### config.mk
export PLATFORM = sky130hd
export DESIGN_NAME = aer_err_logger
export DESIGN_NICKNAME = d
export VERILOG_FILES = /design/src/rtl/aer_err_logger.sv
export SDC_FILE = /design/constraint.sdc
export NUM_CORES = 1
export LEC_CHECK = 0
export BUFFER_PORTS_ARGS = -buffer_cell sky130_fd_sc_hd__buf_2
export CAP_MARGIN = 25
export CORE_MARGIN = 3
export CORE_UTILIZATION = 25
export CTS_CLUSTER_SIZE = 28
export DETAILED_ROUTE_END_ITERATION = 7
export PLACE_DENSITY_LB_ADDON = 0.25
export SETUP_SLACK_MARGIN = 0.4
export SYNTH_ARGS = -nofsm -noshare
export SYNTH_HDL_FRONTEND = slang
export SYNTH_SLANG_ARGS = --single-unit
### constraint.sdc
create_clock -name clk -period 4.6 [get_ports clk]
set_input_delay 0.46 -clock clk [delete_from_list [all_inputs] [get_ports clk]]
set_output_delay 0.46 -clock clk [all_outputs]
set_load 0.02 [all_outputs]
### src/rtl/aer_err_logger.sv
module aer_err_logger #(
  parameter int NUM_UE = 26,
  parameter int NUM_CE = 16,
  parameter int HDR_WORDS = 4,
  parameter logic [NUM_UE-1:0] UE_SEV_INIT = '0
) (
  input  logic                   clk,
  input  logic                   por_n,
  input  logic                   soft_rst,
  input  logic [NUM_UE-1:0]      ue_err_i,
  input  logic [NUM_CE-1:0]      ce_err_i,
  input  logic [32*HDR_WORDS-1:0] hdr_i,
  input  logic [7:0]             cfg_addr,
  input  logic                   cfg_we,
  input  logic [31:0]            cfg_wdata,
  output logic [31:0]            cfg_rdata,
  output logic                   fatal_o,
  output logic                   nonfatal_o,
  output logic                   cor_o
);
  localparam int FEP_W = 5;
  localparam int HDR_BASE = 7;

  logic [NUM_UE-1:0] ue_st, ue_mask, ue_sev, ue_clr, ue_kept, ue_new;
  logic [NUM_CE-1:0] ce_st, ce_mask, ce_clr;
  logic [FEP_W-1:0] fep, fep_low;
  logic fep_vld, lock, cap;
  logic [HDR_WORDS-1:0][31:0] hdr_q;
  logic [5:0] widx;
  logic unused_ok;

  assign widx = cfg_addr[7:2];
  assign unused_ok = ^{cfg_addr[1:0], cfg_wdata};

  assign ue_clr  = (cfg_we && widx == 6'd1) ? cfg_wdata[NUM_UE-1:0] : '0;
  assign ce_clr  = (cfg_we && widx == 6'd4) ? cfg_wdata[NUM_CE-1:0] : '0;
  assign ue_kept = ue_st & ~ue_clr;
  assign ue_new  = ue_err_i & ~ue_mask;
  assign lock    = fep_vld && ue_kept[fep];
  assign cap     = !lock && (|ue_new);

  always_comb begin
    fep_low = '0;
    for (int i = NUM_UE - 1; i >= 0; i--)
      if (ue_new[i]) fep_low = FEP_W'(i);
  end

  always_ff @(posedge clk or negedge por_n) begin
    if (!por_n) begin
      ue_st      <= '0;
      ue_mask    <= '0;
      ue_sev     <= UE_SEV_INIT;
      ce_st      <= '0;
      ce_mask    <= '0;
      fep        <= '0;
      fep_vld    <= 1'b0;
      hdr_q      <= '0;
      fatal_o    <= 1'b0;
      nonfatal_o <= 1'b0;
      cor_o      <= 1'b0;
    end else begin
      ue_st <= ue_kept | ue_err_i;
      ce_st <= (ce_st & ~ce_clr) | ce_err_i;
      if (cfg_we && widx == 6'd2) ue_mask <= cfg_wdata[NUM_UE-1:0];
      if (cfg_we && widx == 6'd3) ue_sev  <= cfg_wdata[NUM_UE-1:0];
      if (cfg_we && widx == 6'd5) ce_mask <= cfg_wdata[NUM_CE-1:0];
      fep_vld <= lock | cap;
      if (cap) begin
        fep   <= fep_low;
        hdr_q <= hdr_i;
      end
      fatal_o    <= (|(ue_new & ue_sev)) & ~soft_rst;
      nonfatal_o <= (|(ue_new & ~ue_sev)) & ~soft_rst;
      cor_o      <= (|(ce_err_i & ~ce_mask)) & ~soft_rst;
    end
  end

  always_comb begin
    cfg_rdata = '0;
    case (widx)
      6'd1: cfg_rdata = 32'(ue_st);
      6'd2: cfg_rdata = 32'(ue_mask);
      6'd3: cfg_rdata = 32'(ue_sev);
      6'd4: cfg_rdata = 32'(ce_st);
      6'd5: cfg_rdata = 32'(ce_mask);
      6'd6: cfg_rdata = 32'(fep);
      default: begin
        for (int i = 0; i < HDR_WORDS; i++)
          if (widx == 6'(HDR_BASE + i)) cfg_rdata = hdr_q[i];
      end
    endcase
  end

  a_r4_status_sets: assert property (@(posedge clk) disable iff (!por_n)
    1'b1 |=> ((ue_st & $past(ue_err_i)) == $past(ue_err_i)) &&
             ((ce_st & $past(ce_err_i)) == $past(ce_err_i)));
  a_r6_fatal_cause: assert property (@(posedge clk) disable iff (!por_n)
    fatal_o |-> $past(|(ue_err_i & ~ue_mask & ue_sev)));
  a_r6_nonfatal_cause: assert property (@(posedge clk) disable iff (!por_n)
    nonfatal_o |-> $past(|(ue_err_i & ~ue_mask & ~ue_sev)));
  a_r8_cor_cause: assert property (@(posedge clk) disable iff (!por_n)
    cor_o |-> $past(|(ce_err_i & ~ce_mask)));
  a_r7_masked_quiet: assert property (@(posedge clk) disable iff (!por_n)
    ((ue_err_i & ~ue_mask) == '0) |=> $stable(fep) && $stable(hdr_q));
  a_r9_fep_locked: assert property (@(posedge clk) disable iff (!por_n)
    (fep_vld && ue_st[fep] && !(cfg_we && widx == 6'd1)) |=> $stable(fep));
  a_r3_soft_quiet: assert property (@(posedge clk) disable iff (!por_n)
    soft_rst |=> !fatal_o && !nonfatal_o && !cor_o);
  a_r2_soft_sticky: assert property (@(posedge clk) disable iff (!por_n)
    (soft_rst && !cfg_we && ue_err_i == '0 && ce_err_i == '0) |=>
      $stable(ue_st) && $stable(ce_st) && $stable(ue_mask) && $stable(ue_sev) &&
      $stable(ce_mask) && $stable(fep) && $stable(hdr_q));
endmodule

Yosys cells after proc, flatten, opt, wreduce, memory -nomap -nowiden
Cells that the tools add are included.
{ "op_classes": {"n_lt_le_gt_ge": 1, "n_eq_ne": 10, "mux": 35, "n_bitwise": 18, "reduce_logical": 12} }
{ "op_table": {"columns": ["operator", "count"], "rows": [
  ["$pmux W32 S6", 1],
  ["$mux W5", 26],
  ["$mux W32", 4],
  ["$and A26 B26 Y26", 4],
  ["$not A26 Y26", 3],
  ["$reduce_or A26 Y1", 3],
  ["$and A16 B16 Y16", 2],
  ["$not A16 Y16", 2],
  ["$mux W26", 1],
  ["$or A26 B26 Y26", 1],
  ["$eq A6 B3 Y1 const B", 4],
  ["$eq A6 B4 Y1 const B", 3],
  ["$mux W16", 1],
  ["$or A16 B16 Y16", 1],
  ["$reduce_or A16 Y1", 1],
  ["$eq A6 B2 Y1 const B", 2],
  ["$logic_and A1 B1 Y1", 7],
  ["$eq A6 B1 Y1 const B", 1],
  ["$lt A5 B6 Y1 const B", 1],
  ["$bmux W1 S5", 1],
  ["$and A1 B1 Y1", 3],
  ["$logic_not A1 Y1", 1],
  ["$mux W1", 1],
  ["$not A1 Y1", 1],
  ["$or A1 B1 Y1", 1]
]} }
{ "word_totals": {"register_bits": 247, "out_inout_bits": 35, "wordCells": 90} }

Depth between registers and ports, before layout
Gate-level depths: netlist (run 1).
{ "logic_depth": {"depth_word": 28, "ltp_mapped": 11, "depth_no_buf": 7} }

Worst setup path after synthesis (run 1)
OpenSTA, ideal clock, no wires.
{ "synth_path": {"kind": "input-to-reg", "startpoint": "input port cfg_addr[4]", "endpoint": "register hdr_q[14] in the netlist's numbering", "setup_time_ps": 128, "arrival_time_ps": 2730, "slack_ps": 1743, "path_stages": 10, "n_path_buf": 3, "path_cell_list": "buf_2 nor3b_2 a311oi_1 o2bb2ai_1 a2111oi_0 a221oi_2 o21bai_2 buf_6 buf_6 mux2_1"} }
{ "synth_between": {"elab_chain_cells": 10} }
{ "synth_rtl": {"columns": ["element", "line_no", "text"], "rows": [
  ["start: declaration", "13", "input logic [7:0] cfg_addr,"],
  ["$eq A6 B1 Y1", "35", "assign ue_clr = (cfg_we && widx == 6'd1) ? cfg_wdata[NUM_UE-1:0] : '0;"],
  ["$logic_and A1 B1 Y1", "35", null],
  ["$mux W26", "35", null],
  ["$not A26 Y26", "37", "assign ue_kept = ue_st & ~ue_clr;"],
  ["$and A26 B26 Y26", "37", null],
  ["$bmux W1 S5", "39", "assign lock = fep_vld && ue_kept[fep];"],
  ["$mux W1 (not written as such)", "39", null],
  ["$logic_and A1 B1 Y1", "39", null],
  ["$logic_not A1 Y1", "40", "assign cap = !lock && (|ue_new);"],
  ["$logic_and A1 B1 Y1", "40", null],
  ["end signal: assignment", "70", "hdr_q <= hdr_i;"],
  ["end: declaration", "28", "logic [HDR_WORDS-1:0][31:0] hdr_q;"]
]} }
Every way passes these cells. The select of a mux whose other input is x is not followed.
A chain may end at the register's enable or synchronous reset.

Worst setup path after layout (run 1)
{ "layout_path": {"startpoint": "input port cfg_addr[3]", "endpoint": "output port cfg_rdata[14]"} }
{ "layout_between": {"elab_chain_cells": 6, "elab_cells_between_ends": 15, "cone_classes": "eq/ne (10); mux (5)"} }
{ "layout_rtl": {"columns": ["element", "line_no", "text"], "rows": [
  ["$eq A6 B3 Y1", "89", "if (widx == 6'(HDR_BASE + i)) cfg_rdata = hdr_q[i];"],
  ["$mux W32 (4 in a row)", "89", null],
  ["$pmux W32 S6 (*)", "80", "case (widx)"],
  ["end: declaration", "16", "output logic [31:0] cfg_rdata,"]
]} }
Every way passes the cells marked *; elsewhere a longest branch is shown, timed or not.

==> flow_summary.json, run 1 <==
{
  "crit_cells": 10,
  "cts_max_level": 1,
  "ctsHoldBuffers": 1,
  "synth_cell_types": 59,
  "synth_warnings": 0,
  "end_kind": "primary output",
  "drt_iter0_drc": 720,
  "worstMarginPinSlew_ns": 0.919,
  "clockBufferDepth": 3,
  "synth_cells": 1082,
  "drive_gt1_share_pct": 39.2,
  "path_common_cell": "buf_4",
  "synth_area_um2": 12500,
  "via_count": 9831,
  "final_hold_viol_count": 0,
  "holdPathStages": 2,
  "core_area_um2": 49200,
  "clockRootBuffer": "clkbuf_16",
  "io_pins": 249,
  "yosys.area.top_type_share_pct": 49.4,
  "cts_tree": "done",
  "path_delay_family": "buffers and inverters",
  "p_leak_nw": 7.16,
  "firstDrtPassIters": 5,
  "rr_endpoint": "hdr_q[121]",
  "holdPathEnd": "ue_st[19]",
  "yosysMostFrequentCell": "dfrtp_1",
  "synthArstFlopShare_pct": 100,
  "synth_common_cells": "dfrtp_1 (247), mux2_2 (122), nand2_1 (120)",
  "powerDensity_nw_per_um2": 521,
  "rsz0062_at_grt": "no",
  "outcome": "complete, no violations",
  "cp.required_ns": 4.14,
  "ir_drop_v": 0.000302,
  "rr_worst_depth": 9,
  "fp.dieArea_um2": 52700,
  "hp-start": "ue_err_i[19]",
  "grt_start_max_net_pins": 85,
  "grtUsageMet2_pct": 27.5,
  "fp.dieW_um": 230,
  "yosysSeqAreaShare_pct": 49.4,
  "max_freq_mhz": 276,
  "critPathMaxStageDelay_ns": 0.61,
  "synth_edf_count": 0,
  "rows": 81,
  "post_cts_resized": 0,
  "final_cells": 2014,
  "clk_pin_slew_worst_paths_ns": 0.06,
  "area_delta_synth_final_pct": 24.5,
  "post-route-period-util_pct": 78.8,
  "portBuffers": 240,
  "clock_skew_ns": 0.0207,
  "cts_setup_buffers": 0,
  "cp-start-kind": "input pin",
  "top_usage_layer": "met2",
  "finalCriticalPeriod_ns": 3.62,
  "fin_nets": 1537,
  "initial_utilization_pct": 25.4,
  "setup-violations-final": 0,
  "cp_slowest_cell": "buf_4",
  "path_buf_inv": 5,
  "crit_chain": "buf_2, buf_4, buf_4, nor2b_2, buf_4, nand2_1, o21ai_0, a222oi_1, nand3_1, buf_2",
  "wl_per_cell_um": 22.8,
  "synth-seq-cells": 247,
  "syn_area_per_cell_um2": 11.6,
  "grt_pass1_vias": 10200,
  "viasPerCell": 4.88,
  "cts_buffers": 31,
  "insertion_delay_ns": 0.58,
  "synth.net_count": 1296,
  "path_class": "in2out",
  "antenna_found_initial": 12,
  "tns_ns": 0,
  "slew_viol_final": 0,
  "drv_cap": 0,
  "ant_nets": 0,
  "grt.met1_usage_pct": 23.2,
  "critPathMaxFanout": 41,
  "holdCritPathClass": "in2reg",
  "synth_top_area_cell": "dfrtp_1",
  "hold_ws_ns": 0.0817,
  "gp_congestion": 0.924,
  "drt_wl_total_um": 46000,
  "die_h_um": 230,
  "met3_usage_pct": 3.96,
  "slew_headroom_pct": 38.5,
  "r2r_start": "fep[0]",
  "dp_hpwl_um": 34600,
  "synth_area_leaders": "dfrtp_1 (49%), mux2_2 (11%), mux2_4 (8.4%)",
  "r2r_slack_ns": 0.99,
  "grt_pass1_wl_um": 68100,
  "dp_cells": 1953,
  "remaining_drc_errors": 0,
  "cts.sinks": 247,
  "synthFlopType": "dfrtp_1",
  "grt_overflow": 0,
  "crit_arrival_ns": 3.16,
  "globalRouteTotalUtil_pct": 17.1
}
layout by cell type (no fill, tap or decap), types with 22 or more instances in the layout:
cell       synthesis  final
nand2_1          120    120
mux2_2           122    122
inv_1             36     36
buf_4              1     25
nand2b_1          27     27
mux2i_1           37     37
nand3_1           43     43
buf_2             12    239
dfrtp_1          247    247
clkbuf_16          0     31
o21ai_0           54     54
a22oi_1           41     41
nor2b_1           28     27
mux2_4            70     70
a21o_1            24     24
a222oi_1          22     22
registers in the layout (all words and copies together), names as in the netlist:
register    count
ue_sev         26
ue_mask        26
nonfatal_o      1
hdr_q         128
fatal_o         1
fep             5
ce_mask        16
ce_st          16
cor_o           1
fep_vld         1
ue_st          26
per-stage QoR:
step | instance area [µm²] | power [W] | worst slack (ns) | utilization (%)
floorplan | 12500 | 0.00504 | 1.74 | -
detailed placement | 14600 | 0.00578 | 0.717 | 29.6
finish | 15600 | 0.00812 | 0.975 | 31.7
global route | 15600 | 0.00856 | 0.744 | 31.7
CTS | 15600 | 0.00822 | 1.02 | 31.7
global placement | 14600 | 0.00571 | 0.793 | 29.6
cells by family after synthesis:
kind of cell / after synthesis / synth area share [%]
buf+inv: 100 / 3.69
compound gates: 227 / 13.0
flops: 247 / 49.4
mux: 237 / 23.1
simple gates: 271 / 10.8
worst register-to-register path, delay by kind of cell (launching register included):
kind	cells	cell delay, ns
AOI/OAI and AO/OA	5	1.70
buffers and inverters	3	0.83
DFF	1	0.58
muxes	1	0.38
how the worst max path moves through the flow:
stage	startpoint	to
2_1_floorplan	cfg_addr[4]	hdr_q[14]
5_1_grt	fep[0]	hdr_q[57]
3_5_place_dp	cfg_addr[4]	hdr_q[104]
3_3_place_gp	cfg_addr[4]	hdr_q[120]
4_1_cts	fep[0]	hdr_q[121]
6_report	cfg_addr[3]	cfg_rdata[14]
power breakdown:
group | switching (W) | leakage (nW) | total (W) | internal (W)
Combinational | 0.000984 | 3.80 | 0.00239 | 0.00140
Clock | 0.000984 | 0.485 | 0.00239 | 0.00140
Sequential | 0.000474 | 2.87 | 0.00334 | 0.00287
routing by layer:
layer / wire [µm] / share of wire (%) / vias up
li1: - / - / 4474
met1: 20500 / 45 / 4960
met2: 21300 / 46 / 314
met3: 2940 / 6.4 / 71
met4: 1130 / 2.4 / 12
met5: 96 / 0.21 / -
layout make-up:
| cell class | instances | area [µm²] |
|---|---|---|
| Tap cell | 664 | 831 |
| Inverter | 36 | 135 |
| Timing Repair Buffer | 272 | 1530 |
| Clock buffer | 47 | 906 |
| Clock inverter | 9 | 80.1 |
| Antenna cell | 4 | 10.0 |
| Sequential cell | 247 | 6180 |
| Fill cell | 5121 | 33600 |
| Multi-Input combinational cell | 735 | 5910 |
Note: power is estimated with default switching activity, not from simulation.
==> run 2, diff against run 1 <==
--- a/config.mk
+++ b/config.mk
@@ -5,6 +5,7 @@
 export SDC_FILE = /design/constraint.sdc
 export NUM_CORES = 1
 export LEC_CHECK = 0
+export ABC_AREA = 1
 export BUFFER_PORTS_ARGS = -buffer_cell sky130_fd_sc_hd__buf_2
 export CAP_MARGIN = 25
 export CORE_MARGIN = 3
==> constraint.sdc (replaced) <==
create_clock -name clk -period 3.3 [get_ports clk]
set_input_delay 0.33 -clock clk [delete_from_list [all_inputs] [get_ports clk]]
set_output_delay 0.33 -clock clk [all_outputs]
set_load 0.02 [all_outputs]
==> run 2 against run 1 <==
  * Register-to-register slack lost 0.28 ns
  * Cell count up 27%
  * Core utilization up 4.0 points
  * Hold slack worse by 0.061 ns
  * First-iteration DRC count rose by 26%
  * Sequential cell count stayed put
  * Area after synthesis shrank 5.5%
  * Global-route usage increased by 1.4 points
  * Die area is 5.3% lower
  * Largest power group unchanged
==> flow_summary.json, run 2 <==
{
  "holdCritPathClass": "in2reg",
  "drive_gt1_share_pct": 18.6,
  "yosysSeqAreaShare_pct": 52.3,
  "synth_area_leaders": "dfrtp_1 (52%), nand2_1 (20%), o21ai_0 (5.3%)",
  "yosys.area.top_type_share_pct": 52.3,
  "placed_area_um2": 14000,
  "core_area_um2": 46700,
  "drt_iter0_drc": 905,
  "synth_area_um2": 11800,
  "crit_arrival_ns": 2.50,
  "r2r_slack_ns": 0.71,
  "firstDrtPassIters": 5,
  "path_class": "in2out",
  "wl_per_cell_um": 18.5,
  "insertion_delay_ns": 0.57,
  "largest_reg_flops": 128,
  "holdPathEnd": "ue_st[25]",
  "synth_cells": 1501,
  "synthFlopType": "dfrtp_1",
  "ant_nets": 0,
  "cts_buffers": 30,
  "fin_nets": 2137,
  "clockRootBuffer": "clkbuf_16",
  "synth_edf_count": 0,
  "remaining_drc_errors": 0,
  "max_freq_mhz": 353,
  "rr_worst_depth": 11,
  "p_leak_nw": 8.14,
  "critPathMaxFanout": 14,
  "worst_slack_ns": 0.470,
  "holdPathStages": 3,
  "drv_cap": 0,
  "top_register": "hdr_q",
  "post-route-period-util_pct": 85.8,
  "worstMarginPinSlew_ns": 0.975,
  "cp.required_ns": 2.97,
  "initial_utilization_pct": 25.3,
  "cts_max_level": 1,
  "drt_wl_total_um": 47300,
  "io_pins": 249,
  "area_delta_synth_final_pct": 40.7,
  "finalCriticalPeriod_ns": 2.83,
  "clockBufferDepth": 3,
  "synthArstFlopShare_pct": 100,
  "rr_endpoint": "hdr_q[1]",
  "crit_start": "cfg_addr[5]",
  "yosysMostFrequentCell": "nand2_1",
  "cts_tree": "done",
  "synth_top_area_cell": "dfrtp_1",
  "grt_start_max_net_pins": 103,
  "powerDensity_nw_per_um2": 658,
  "portBuffers": 240,
  "design_area_um2": 16600,
  "end_kind": "primary output",
  "fp.dieArea_um2": 49900,
  "viasPerCell": 4.66,
  "rows": 79,
  "r2r_start": "fep[0]",
  "clk_pin_slew_worst_paths_ns": 0.05,
  "setup-violations-final": 0,
  "rsz0062_at_grt": "yes",
  "outcome": "complete, no violations",
  "grt_overflow": 0,
  "synth-seq-cells": 247,
  "ir_drop_v": 0.000561,
  "synth_cell_types": 37,
  "cts.sinks": 247,
  "via_count": 11900,
  "dp_hpwl_um": 34100,
  "final_hold_viol_count": 0,
  "slew_viol_final": 0,
  "synth_common_cells": "nand2_1 (638), dfrtp_1 (247), inv_1 (130)",
  "grt_pass1_wl_um": 71700,
  "syn_area_per_cell_um2": 7.88,
  "slew_headroom_pct": 34.8,
  "die_h_um": 223,
  "synth.net_count": 1715,
  "fp.dieW_um": 223,
  "gp_congestion": 0.932,
  "cp-start-kind": "input pin",
  "final_common_cell": "nand2_1",
  "tns_ns": 0,
  "clock_skew_ns": 0.0255,
  "synth_warnings": 0,
  "dp_slack_ns": 0.273,
  "antenna_found_initial": 3,
  "cts_setup_buffers": 0,
  "hp-start": "ue_err_i[25]",
  "globalRouteTotalUtil_pct": 18.6,
  "grt_pass1_vias": 12200,
  "layout_common_cells": "nand2_1 (638), dfrtp_1 (246), buf_2 (239)"
}
-- run 2: timing repair --
item / CTS / global route
setup endpoints to repair: 1 / 135
cloned: 0 / 1
endpoints found under the hold margin: 236 / 0
hold buffers: 167 / 0
resized for setup: 1 / 4
-- run 2: critical path, cell delays in order --
cell and delay (ns):
buf_2 0.11, inv_1 0.07, nor2_1 0.04, nand2_1 0.16
clkinvlp_4 0.40, a32o_1 0.40, a221oi_1 0.42, buf_4 0.20
nand4_1 0.15, buf_2 0.21
-- run 2: how the worst max path moves through the flow --
| stage | end | slack (ns) | depth (start not counted) |
|---|---|---|---|
| after detailed placement | hdr_q[17] | 0.27 | 17 |
| after global placement | hdr_q[112] | 0.27 | 17 |
| final | cfg_rdata[14] | 0.47 | 10 |
| after floorplan | fep[0] | 0.97 | 15 |
| after global routing | cfg_rdata[24] | 0.38 | 10 |
| after CTS | cfg_rdata[0] | 0.38 | 6 |
-- run 2: logic make-up after synthesis --
logic type | synth area share, %
AOI/OAI and AO/OA | 15.5
buffers and inverters | 7.15
DFF | 52.3
and+or+nand+nor | 25.1
-- run 2: cell type report --
type,instances,area (µm²)
repair buffers,458,3380
diodes,2,5.00
clock buffers,49,933
well taps,607,759
clock inverters,3,40.0
fillers,4874,30000
inverters,134,517
repair inverters,1,7.51
flip-flops and latches,247,6180
multi-input cells,1051,4810
-- run 2: per-layer routing --
metal | part of all wire, % | routed length (µm) | track usage (%) | vias to the layer above
met5 | 0.015 | 7 | 0 | -
li1 | - | - | - | 5738
met2 | 46 | 21600 | 30.0 | 337
met4 | 2.9 | 1380 | 5.88 | 2
met1 | 46 | 21900 | 25.7 | 5750
met3 | 5.0 | 2370 | 2.61 | 74
-- run 2: per-stage QoR --
step	hold WS, ns	power, W	cells	util, %
global route	0.0143	0.0117	2552	35.7
CTS	0.00127	0.0111	2549	35.6
floorplan	0.0344	0.00648	1501	-
global placement	0.361	0.00747	2330	29.9
detailed placement	0.355	0.00753	2330	29.9
finish	0.0207	0.0110	2552	35.7
-- run 2: power breakdown --
group | internal [W] | total, W | switching [W]
clock network | 0.00198 | 0.00330 | 0.00132
registers | 0.00396 | 0.00450 | 0.000540
logic | 0.00118 | 0.00315 | 0.00197
==> run 3, diff against run 2 <==
--- a/config.mk
+++ b/config.mk
@@ -5,13 +5,13 @@
 export SDC_FILE = /design/constraint.sdc
 export NUM_CORES = 1
 export LEC_CHECK = 0
-export ABC_AREA = 1
 export BUFFER_PORTS_ARGS = -buffer_cell sky130_fd_sc_hd__buf_2
 export CAP_MARGIN = 25
 export CORE_MARGIN = 3
 export CORE_UTILIZATION = 25
 export CTS_CLUSTER_SIZE = 28
 export DETAILED_ROUTE_END_ITERATION = 7
+export GPL_TIMING_DRIVEN = 0
 export PLACE_DENSITY_LB_ADDON = 0.25
 export SETUP_SLACK_MARGIN = 0.4
 export SYNTH_ARGS = -nofsm -noshare
==> run 3 against run 2 <==
  * Combinational power grew 25%
  * Clock skew is essentially flat
  * Routed wire length increased by 9.0%
  * Register-to-register slack worse by 0.27 ns
  * Critical path depth up 1
  * Cell count fell by 13%
  * Final area up 6.9%
  * Maximum frequency decreased by 1.0%
  * Hold slack gained 0.014 ns
  * Sequential power is 2% higher
  * Via count is 8.7% lower
  * Global-route usage increased by 0.77 points
  * Largest cell class unchanged
  * Highest routed layer unchanged
==> flow_summary.json, run 3 (synthesis gave the netlist of run 1 again) <==
{
  "outcome": "complete, no violations",
  "final_cells": 2231,
  "globalRouteTotalUtil_pct": 19.3,
  "cts_tree": "done",
  "rsz0062_at_grt": "yes",
  "cts_buffers": 30,
  "antenna_found_initial": 9,
  "p_seq_share_pct": 37.7,
  "cp.required_ns": 3.74,
  "crit_start": "fep[1]",
  "drt_iter0_drc": 904,
  "portBuffers": 238,
  "wl_met3_um": 3000,
  "die_h_um": 230,
  "cts_max_level": 1,
  "layout_common_cells": "dfrtp_1 (247), buf_2 (242), dlygate4sd3_1 (169)",
  "p_int_w": 0.00856,
  "top_register": "hdr_q",
  "p_leak_nw": 8.11,
  "final_hold_viol_count": 0,
  "cp-start-kind": "flip-flop",
  "met2_length_um": 24200,
  "core_area_um2": 49200,
  "grt_pass1_wl_um": 76200,
  "ant_nets": 0,
  "clk_pin_slew_worst_paths_ns": 0.06,
  "wl_per_cell_um": 23.1,
  "grt_overflow": 0,
  "comb_power_share_pct": 32.1,
  "fin_nets": 1750,
  "dp_cells": 1988,
  "drt_wl_total_um": 51600,
  "area_delta_synth_final_pct": 42.2,
  "drive_gt1_share_pct": 36.6,
  "drv_cap": 0,
  "tns_ns": 0,
  "setup-violations-final": 0,
  "crit_arrival_ns": 3.30,
  "clockBufferDepth": 3,
  "wl_met1_um": 22800,
  "top_layer": "met5",
  "slew_viol_final": 0,
  "max_freq_mhz": 350,
  "path_class": "reg2reg",
  "placed_area_um2": 14600,
  "hold_ws_ns": 0.0344,
  "firstDrtPassIters": 6,
  "nFillCells": 4905,
  "largest_reg_flops": 128,
  "fp.dieArea_um2": 52700,
  "worstMarginPinSlew_ns": 0.950,
  "remaining_drc_errors": 0,
  "dp_hpwl_um": 39100,
  "design_area_um2": 17800,
  "holdCritPathClass": "in2reg",
  "initial_utilization_pct": 25.4,
  "switchingPower_w": 0.00369,
  "critPathMaxFanout": 10,
  "clock_skew_ns": 0.0251,
  "p_sw_share_pct": 30.1,
  "grt_start_max_net_pins": 105,
  "grt_pass1_vias": 11500,
  "io_pins": 249,
  "final_common_cell": "dfrtp_1",
  "r2r_start": "fep[1]",
  "insertion_delay_ns": 0.58,
  "powerDensity_nw_per_um2": 689,
  "fp.dieW_um": 230,
  "end_kind": "flip-flop",
  "hp-start": "hdr_i[28]",
  "slew_headroom_pct": 36.7,
  "via_count": 10900,
  "ir_drop_v": 0.000363,
  "cts.sinks": 247,
  "post-route-period-util_pct": 86.6,
  "rows": 81,
  "clkPwrFrac_pct": 30.2,
  "finalCriticalPeriod_ns": 2.86,
  "viasPerCell": 4.87,
  "gp_congestion": 0.874,
  "clockRootBuffer": "clkbuf_16"
}
run 3: area by class of cell:
cell class | instances | area, µm² | share of cell area, %
clock inverter | 19 | 265 | 1.49
clock buffer | 37 | 838 | 4.71
sequential | 247 | 6180 | 34.8
tap | 664 | 831 | 4.67
timing repair buffer | 422 | 3090 | 17.4
buffer | 64 | 452 | 2.54
antenna | 7 | 17.5 | 0.0985
multi-input combinational | 735 | 5970 | 33.6
inverter | 36 | 139 | 0.781
run 3: final timing paths:
kind                       depth (start not counted)         end  slack, ns
hold reg to reg                                    2    ce_st[6]       0.48
setup reg to reg                                  11  hdr_q[124]       0.44
setup / recovery                                  11  hdr_q[124]       0.44
min in group asynchronous                          2   hdr_q[23]       0.27
hold / removal                                     2   hdr_q[28]       0.03
max in group asynchronous                          3   hdr_q[32]       2.12
run 3: repair_timing:
action	in CTS	in global routing
gates resized for setup	51	39
cloned	0	1
hold buffers	169	0
endpoints found under the hold margin	218	0
setup endpoints to repair	184	153
buffers inserted	4	6
pin swaps	4	9
run 3: power groups by stage:
| stage | Sequential [W] | Clock, W | Combinational [W] |
|---|---|---|---|
| 2_1_floorplan | 0.00441 | 0 | 0.00261 |
| 3_3_place_gp | 0.00462 | 0 | 0.00347 |
| 3_5_place_dp | 0.00464 | 0 | 0.00353 |
| 4_1_cts | 0.00460 | 0.00379 | 0.00382 |
| 5_1_grt | 0.00473 | 0.00389 | 0.00425 |
| 6_report | 0.00461 | 0.00370 | 0.00393 |
run 3: critical path, cell delays in order (launching register included):
cell and delay, ns:
dfrtp_1 0.39, clkbuf_4 0.24, or3b_2 0.50, a21oi_2 0.16, a311oi_1 0.06, o311ai_1 0.19, a221oi_2 0.19, o21bai_4 0.17
buf_12 0.14, buf_12 0.11, buf_4 0.20, mux2_2 0.35
run 3: layer usage:
metal | track usage [%] | vias up
met1 | 25.5 | 5472
met5 | 0 | -
met4 | 5.55 | 6
met3 | 3.98 | 77
met2 | 32.1 | 388
li1 | - | 4918
run 3: metrics by stage:
| stage | worst slack, ns | utilization [%] | power [W] |
|---|---|---|---|
| global route | 0.382 | 36.2 | 0.0129 |
| detailed placement | -0.705 | 29.7 | 0.00817 |
| CTS | 0.387 | 35.8 | 0.0122 |
| floorplan | 0.573 | - | 0.00702 |
| finish | 0.441 | 36.2 | 0.0122 |
| global placement | -2.93 | 29.6 | 0.00808 |
